--- src/rtl/sqwave_divider.sv ---
module sqwave_divider #(
  parameter int BW = 8
) (
  input  logic          clk,
  input  logic          rst_n,
  input  logic          tick_en,
  input  logic          wr_en,
  input  logic          wr_hi,
  input  logic [BW-1:0] wr_data,
  input  logic          start,
  input  logic          stop,
  output logic          wave_out,
  output logic          tc_irq,
  output logic          div_err
);
  localparam int W = 2 * BW;

  logic [W-1:0] div_q, cnt_q, eff;
  logic run_q, wave_q, irq_q;

  assign div_err  = (div_q < W'(2));
  assign eff      = div_err ? W'(2) : div_q;
  assign wave_out = wave_q;
  assign tc_irq   = irq_q;

  always_ff @(posedge clk) begin
    if (!rst_n) begin
      div_q  <= '0;
      cnt_q  <= '0;
      run_q  <= 1'b0;
      wave_q <= 1'b0;
      irq_q  <= 1'b0;
    end else begin
      if (wr_en) begin
        if (wr_hi) div_q[W-1:BW] <= wr_data;
        else       div_q[BW-1:0] <= wr_data;
      end
      if (stop) begin
        run_q  <= 1'b0;
        wave_q <= 1'b0;
        irq_q  <= 1'b0;
        cnt_q  <= '0;
      end else if (start) begin
        run_q  <= 1'b1;
        wave_q <= 1'b1;
        cnt_q  <= eff;
      end else if (run_q && tick_en) begin
        if (cnt_q <= W'(1)) begin
          cnt_q  <= eff;
          wave_q <= ~wave_q;
          if (!wave_q) irq_q <= 1'b1;
        end else begin
          cnt_q <= cnt_q - W'(1);
        end
      end
    end
  end
endmodule

--- config.mk ---
export PLATFORM = sky130hd
export DESIGN_NAME = sqwave_divider
export DESIGN_NICKNAME = d
export VERILOG_FILES = /design/src/rtl/sqwave_divider.sv
export SDC_FILE = /design/constraint.sdc
export NUM_CORES = 1
export LEC_CHECK = 0
export ABC_AREA = 1
export BUFFER_PORTS_ARGS = -buffer_cell sky130_fd_sc_hd__buf_2
export CELL_PAD_IN_SITES_DETAIL_PLACEMENT = 0
export CELL_PAD_IN_SITES_GLOBAL_PLACEMENT = 1
export CORE_ASPECT_RATIO = 0.5
export CORE_MARGIN = 3
export CORE_UTILIZATION = 35
export CTS_BUF_LIST = sky130_fd_sc_hd__clkbuf_8 sky130_fd_sc_hd__clkbuf_16
export DETAILED_ROUTE_END_ITERATION = 8
export MAX_ROUTING_LAYER = met4
export PLACE_DENSITY = 0.71
export SLEW_MARGIN = 10
export SYNTH_ARGS = -nofsm -noshare
export SYNTH_HDL_FRONTEND = slang
export SYNTH_SLANG_ARGS = --single-unit
--- constraint.sdc ---
create_clock -name clk -period 3.5 [get_ports clk]
set_clock_uncertainty 0.2 [all_clocks]
set_input_delay 0 -clock clk [delete_from_list [all_inputs] [get_ports clk]]
set_output_delay 0 -clock clk [all_outputs]
set_load 0.02 [all_outputs]
==> results of run 1 <==
[cells by family after synthesis]
kind of cell,count (synthesis),synth area share [%]
flip-flops,35,34.0
AND/OR/NAND/NOR,151,33.1
buffers and inverters,65,12.2
adder cells (fa/ha/maj),2,1.22
XOR/XNOR,5,2.13
AO/OA/AOI/OAI,67,17.3
[repair_timing]
item / in CTS / in global routing
hold buffers: 19 / 0
resized for setup: 0 / 0
hold endpoints to repair: 22 / 0
[per-stage QoR]
| step | setup WS, ns | instance area [um^2] | std cells | power, mW |
|---|---|---|---|---|
| after global placement | 1.62 | 2200 | 408 | 0.676 |
| after CTS | 1.56 | 2560 | 435 | 1.22 |
| after global routing | 1.37 | 2560 | 435 | 1.27 |
| after detailed placement | 1.57 | 2200 | 408 | 0.677 |
| final | 1.56 | 2560 | 435 | 1.21 |
| after floorplan | 1.82 | 2060 | 325 | 0.621 |
[power groups by stage]
stage               Combinational (mW)  Clock, mW  Sequential (mW)
global route                     0.292      0.548            0.433
detailed placement               0.237          0            0.440
floorplan                        0.185          0            0.436
CTS                              0.255      0.532            0.431
finish                           0.256      0.527            0.431
global placement                 0.237          0            0.439
[worst min path at each step]
stage | startpoint | end | cells past startpoint
floorplan | start | run_q$_SDFFE_PP0P_ | 2
global placement | wr_data[0] | div_q[0]$_SDFFE_PN0P_ | 3
detailed placement | wr_data[0] | div_q[0]$_SDFFE_PN0P_ | 3
CTS | tick_en | tc_irq$_SDFFE_PP0P_ | 7
global route | wr_en | div_q[8]$_SDFFE_PN0P_ | 3
finish | tick_en | tc_irq$_SDFFE_PP0P_ | 7
[layout by cell type (no fill, tap or decap), drive strengths merged]
cell type    netlist  routed
o21ai             28      28
nand4              1       1
nand3b             1       1
buf                1      17
a21oi             29      29
nand3             26      26
or2                1       1
xnor2              1       1
bufinv             0       1
dfxtp             35      35
ha                 2       2
o21bai             1       1
inv               58      59
dlygate4sd3        0      19
clkbuf             6       5
nand2             72      72
o22ai              9       9
clkinv             0       1
nor2              50      50
xor2               4       4
[Yosys cell counts]
| cell | count | area share [%] |
|---|---|---|
| clkbuf_1 | 6 | 1.1 |
| xor2_1 | 4 | 1.7 |
| o22ai_1 | 9 | 2.7 |
| inv_2 | 2 | 0.36 |
| dfxtp_1 | 35 | 34 |
| nor2_1 | 42 | 7.7 |
| or2_2 | 1 | 0.30 |
| buf_6 | 1 | 0.55 |
| ha_1 | 2 | 1.2 |
| o21ai_2 | 1 | 0.43 |
| nand3_2 | 1 | 0.49 |
| nand4_1 | 1 | 0.30 |
| nand2_2 | 5 | 1.5 |
| xnor2_1 | 1 | 0.43 |
| nand2_1 | 65 | 12 |
| nand3_1 | 25 | 6.1 |
| nor2_2 | 4 | 1.2 |
| inv_1 | 56 | 10 |
| nor2_4 | 4 | 2.2 |
| nand3b_1 | 1 | 0.36 |
| o21bai_2 | 1 | 0.55 |
| nand2_4 | 2 | 1.1 |
| o21ai_0 | 27 | 6.6 |
| a21oi_1 | 29 | 7.1 |
[flip-flops by register name, summed over array words and instances, names as in the netlist]
register  cells
tc_irq        1
cnt_q        16
div_q        16
wave_out      1
run_q         1
[layer usage]
metal  vias to the layer above  share of wire (%)
met3                         6                7.2
li1                       1101                  -
met1                       931                 51
met2                        55                 41
met4                         0               0.84
met5                         -                  0
[worst max-delay path: cells and delay by family (launching register included)]
family	cells	cell delay [ns]
AND/OR/NAND/NOR	9	0.86
buffers and inverters	3	0.20
flip-flops	1	0.32
adder cells (fa/ha/maj)	1	0.21
[cell type report]
type / instances / share of cell area [%]
sequential: 35 / 27.3
inverter: 58 / 8.49
clock inverter: 3 / 1.85
tap: 73 / 3.56
multi-input combinational: 225 / 43.1
timing repair buffer: 36 / 10.7
clock buffer: 5 / 4.88
==> flow_metrics.env, run 1 <==
export IMPL_path_clk_slew_ns=0.06
export IMPL_tightest_slew_ns=0.609
export IMPL_busiest_layer="met2"
export IMPL_numPortBuffers=17
export IMPL_hold_path_class="in -> reg"
export IMPL_fp_dieW_um=114
export IMPL_vdd_drop_max_v=0.000244
export IMPL_firstDrtPassIters=4
export IMPL_cts_sinks=35
export IMPL_drive_gt1_share_pct=12.7
export IMPL_drtAntennaViolNets=0
export IMPL_period_share_pct=55.5
export IMPL_routed_via_count=2093
export IMPL_antenna_found_initial=0
export IMPL_core_rowCount=19
export IMPL_netlist_area_um2=2060
export IMPL_grt_pass1_wl_um=9680
export IMPL_pwr_share_seq_pct=35.5
export IMPL_yosys_warnings=0
export IMPL_drcViolationCount=0
export IMPL_cts_max_path_buffers=2
export IMPL_power_frac_clock_pct=43.4
export IMPL_finalHoldViolations=0
export IMPL_crit_end="cnt_q[3]$_SDFFE_PP0P_"
export IMPL_ctsRootBufferMaster="clkbuf_16"
export IMPL_crit_arrival_ns=1.90
export IMPL_fp_dieH_um=60.2
export IMPL_required_ns=3.45
export IMPL_finalSetupTns_ns=0
export IMPL_maxSlewViolCount=0
export IMPL_netlist_instances=325
export IMPL_slowest_stage="dfxtp_1"
export IMPL_synthesis_nets=342
export IMPL_crit_fanout=13
export IMPL_reg2reg_to="cnt_q[3]$_SDFFE_PP0P_"
export IMPL_dp_hpwl_um=4400
export IMPL_outcome="complete, no violations"
export IMPL_p_int_uw=851
export IMPL_regArea_um2=701
export IMPL_core_um2=5590
export IMPL_cts_tree="yes"
export IMPL_ys_ff_latch=35
export IMPL_post_cts_buffers=0
export IMPL_fin_hold_ws_ns=0.0932
export IMPL_pin_count=18
export IMPL_nNetsFinal=378
export IMPL_n_antenna_cell=0
export IMPL_end_kind="register"
export IMPL_critPathKind="reg -> reg"
export IMPL_area_growth_pct=24.6
export IMPL_grt_pass1_vias=1942
export IMPL_yosysSeqAreaShare_pct=34.0
export IMPL_r2r_cells=13
export IMPL_initial_core_util_pct=36.8
export IMPL_finalWeightedCongestion=0.856
export IMPL_grt_ovfl_total=0
export IMPL_slowest_delay_ns=0.32
export IMPL_swShare_pct=29.9
export IMPL_wl_um=5920
export IMPL_r2r_start="cnt_q[0]$_SDFFE_PP0P_"
export IMPL_post_drt_wl_per_cell_um=13.6
export IMPL_n_fill_cell=581
export IMPL_relSlewSlack_pct=59.4
export IMPL_pwr_share_comb_pct=21.1
export IMPL_drtIter0Drc=104
export IMPL_p_switching_uw=363
export IMPL_crit_top_cell="nand2_1"
export IMPL_cts_made_buffers=5
export IMPL_power_leakage_nw=1.23
export IMPL_clk_latency_ns=0.28
export IMPL_utilization_pct=45.9
export IMPL_ys_types=24
export IMPL_startpoint="cnt_q[0]$_SDFFE_PP0P_"
export IMPL_grt_max_degree=18
export IMPL_syn_area_per_cell_um2=6.33
export IMPL_fin_crit_ns=1.94
export IMPL_fmax_mhz=515
export IMPL_use_met1_pct=26.5
export IMPL_setup_violations=0
export IMPL_startpoint_type="register"
export IMPL_cap_violations=0
export IMPL_dieArea_um2=6890
export IMPL_crit_chain="inv_1, ha_1, inv_1, nand2_1, nand2_1, nor2_4, nand2_4, nand2_2, inv_2, nand2_1, nand2_1, nor2_1, nor2_1"
export IMPL_rsz0062_at_grt="no"
export IMPL_regToRegSetupSlack_ns=1.56
export IMPL_via_per_inst=4.81
export IMPL_cts_max_level=2
export IMPL_power_density_nw_per_um2=473
export IMPL_multiInputGateArea_um2=1110
export IMPL_grtUsageMet3_pct=3.94
export IMPL_track_usage_pct=19.1
export IMPL_met2_usage_pct=28.3
(Power assumes the default switching activity.)
==> run 2, diff against run 1 <==
Settings changed: ABC_AREA 1 to 0, PLACE_DENSITY 0.71 to 0.67.
Clock period 3.5 ns to 1.99 ns, I/O delays scaled along.
==> flow_metrics.env, run 2 <==
export IMPL_synthesis_nets=255
export IMPL_core_rowCount=18
export IMPL_drtAntennaViolNets=0
export IMPL_finalSetupTns_ns=-0.00922
export IMPL_place_ws_ns=-0.0660
export IMPL_routed_via_count=2080
export IMPL_power_leakage_nw=1.19
export IMPL_placed_cell_area_um2=2450
export IMPL_grt_pass1_vias=1999
export IMPL_yosys_warnings=0
export IMPL_grt_ovfl_total=0
export IMPL_nNetsFinal=330
export IMPL_synth_xor_area_share_pct=1.74
export IMPL_synth_compound_area_share_pct=23.0
export IMPL_ys_ff_latch=35
export IMPL_min_from="tick_en"
export IMPL_whs_path_depth=4
export IMPL_async_reset_ff_share_pct=0
export IMPL_relSlewSlack_pct=65.7
export IMPL_grt_max_degree=19
export IMPL_end_kind="register"
export IMPL_cts_max_level=2
export IMPL_crit_arrival_ns=1.94
export IMPL_startpoint_type="register"
export IMPL_firstDrtPassIters=4
export IMPL_cts_tree="yes"
export IMPL_synth_fa_ha_area_share_pct=1.24
export IMPL_layout_setup_ws_ns=-0.00762
export IMPL_core_um2=5230
export IMPL_yosysMostFrequentCell="dfxtp_1"
export IMPL_netlist_top_cells_count="dfxtp_1, nand3_1, nand2_1"
export IMPL_ctsRootBufferMaster="clkbuf_16"
export IMPL_netlist_instances=238
export IMPL_synthFlopType="dfxtp_1"
export IMPL_cts_sinks=35
export IMPL_ys_types=52
export IMPL_synth_area_mux_share_pct=5.22
export IMPL_critPathKind="reg -> reg"
export IMPL_r2r_cells=7
export IMPL_via_per_inst=5.43
export IMPL_synth_top_area_share_pct=34.8
export IMPL_design_area_um2=2940
export IMPL_crit_fanout=3
export IMPL_clk_latency_ns=0.28
export IMPL_synth_area_leader_cell="dfxtp_1"
export IMPL_synth_edf_count=0
export IMPL_dp_hpwl_um=4520
export IMPL_required_ns=1.93
export IMPL_fin_hold_ws_ns=0.128
export IMPL_synth_simple_area_share_pct=29.9
export IMPL_drtIter0Drc=120
export IMPL_yosysSeqAreaShare_pct=34.8
export IMPL_initial_core_util_pct=38.5
export IMPL_final_cell_mix="buf_4, dfxtp_1, dlygate4sd3_1"
export IMPL_drive_gt1_share_pct=30.0
export IMPL_netlist_area_um2=2010
export IMPL_violations="setup timing"
export IMPL_vdd_drop_max_v=0.000367
export IMPL_maxSlewViolCount=0
export IMPL_syn_area_per_cell_um2=8.45
export IMPL_grt_pass1_wl_um=10100
export IMPL_fmax_mhz=501
export IMPL_numPortBuffers=17
export IMPL_synth_top_family_by_area="simple AND/OR/NAND/NOR gates"
export IMPL_path_clk_slew_ns=0.05
export IMPL_period_share_pct=100
export IMPL_r2r_start="cnt_q[0]$_SDFFE_PP0P_"
export IMPL_wl_um=6230
export IMPL_track_usage_pct=20.5
export IMPL_setup_violations=2
export IMPL_largestRegisters="cnt_q x16, div_q x16"
export IMPL_n_antenna_cell=0
export IMPL_fp_dieH_um=59.6
export IMPL_finalWeightedCongestion=0.857
export IMPL_cts_made_buffers=5
export IMPL_power_density_nw_per_um2=780
export IMPL_outcome="finished, violations left"
export IMPL_drcViolationCount=0
export IMPL_fin_crit_ns=2.00
export IMPL_final_common_cell="buf_4"
export IMPL_netlist_top_cells_area="dfxtp_1, nand3_1, mux2i_1"
export IMPL_dieArea_um2=6750
export IMPL_area_growth_pct=46.1
export IMPL_hold_path_class="in -> reg"
export IMPL_cap_violations=0
export IMPL_finalHoldViolations=0
export IMPL_tightest_slew_ns=0.515
export IMPL_antenna_found_initial=0
export IMPL_post_drt_wl_per_cell_um=16.3
export IMPL_rsz0062_at_grt="yes"
export IMPL_startpoint="cnt_q[0]$_SDFFE_PP0P_"
export IMPL_fp_dieW_um=113
export IMPL_cts_max_path_buffers=2
export IMPL_pin_count=18
## run 2: cell types whose count changed after synthesis, sizes merged, moves of 4 or more
cell,before,now
nand2,72,18
nand3,26,20
a21oi,29,14
nor2b,0,11
o21ai,28,15
nor4,0,10
nor3,0,9
a21boi,0,9
nor2,50,16
mux2i,0,9
o22ai,9,3
inv,58,5
a31oi,0,4
## run 2: through the flow
stage          power, mW  instances  utilization (%)
2_1_floorplan       1.13        238                -
3_3_place_gp        1.34        350             47.0
3_5_place_dp        1.34        350             47.0
4_1_cts             2.26        379             54.5
5_1_grt             2.38        383             56.3
6_report            2.29        383             56.3
## run 2: final cells by class
cell class,count,area (um^2)
Fill cell,481,2290
Timing Repair Buffer,81,637
Sequential cell,35,706
Tap cell,70,87.6
Inverter,5,23.8
Multi-Input combinational cell,185,1320
Clock buffer,5,125
Clock inverter,2,37.5
## run 2: per-layer routing
metal / GRT usage, % / routed length [um] / part of all wire, %
met5: - / 0 / 0
met4: 5.82 / 65 / 1.0
met3: 5.71 / 472 / 7.6
met2: 29.8 / 2640 / 42
met1: 27.8 / 3050 / 49
## run 2: logic make-up after synthesis
kind of cell | after synthesis
flip-flops | 35
XOR/XNOR | 4
buffers and inverters | 18
adder cells (fa/ha/maj) | 2
AND/OR/NAND/NOR | 102
multiplexers | 10
AO/OA/AOI/OAI | 67
## run 2: worst paths after layout
check | end | slack, ns
hold / removal | cnt_q[11]$_SDFFE_PP0P_ | 0.13
setup / recovery | cnt_q[0]$_SDFFE_PP0P_ | -0.008
hold reg to reg | tc_irq$_SDFFE_PP0P_ | 0.26
setup reg to reg | cnt_q[0]$_SDFFE_PP0P_ | -0.008
## run 2: critical path, cell delays in order, from the launching register on
cell and delay [ns]:
dfxtp_4 0.36, inv_4 0.06, ha_4 0.12, nor2_2 0.05, or3_1 0.32, or4_1 0.51, a31oi_1 0.17, a211oi_1 0.07
## run 2: what timing repair did
| action | 4_1_cts | 5_1_grt |
|---|---|---|
| endpoints found under the hold margin | 22 | 0 |
| pin swaps | 8 | 11 |
| hold buffers | 22 | 0 |
| resized for setup | 3 | 16 |
| buffers inserted | 0 | 5 |
| endpoints found under the setup margin | 8 | 21 |
## run 2: power breakdown
part | total (mW) | internal [mW] | switching, mW
clock network | 0.886 | 0.583 | 0.302
registers | 0.765 | 0.732 | 0.0338
logic | 0.641 | 0.317 | 0.324
total | 2.29 | 1.63 | 0.660
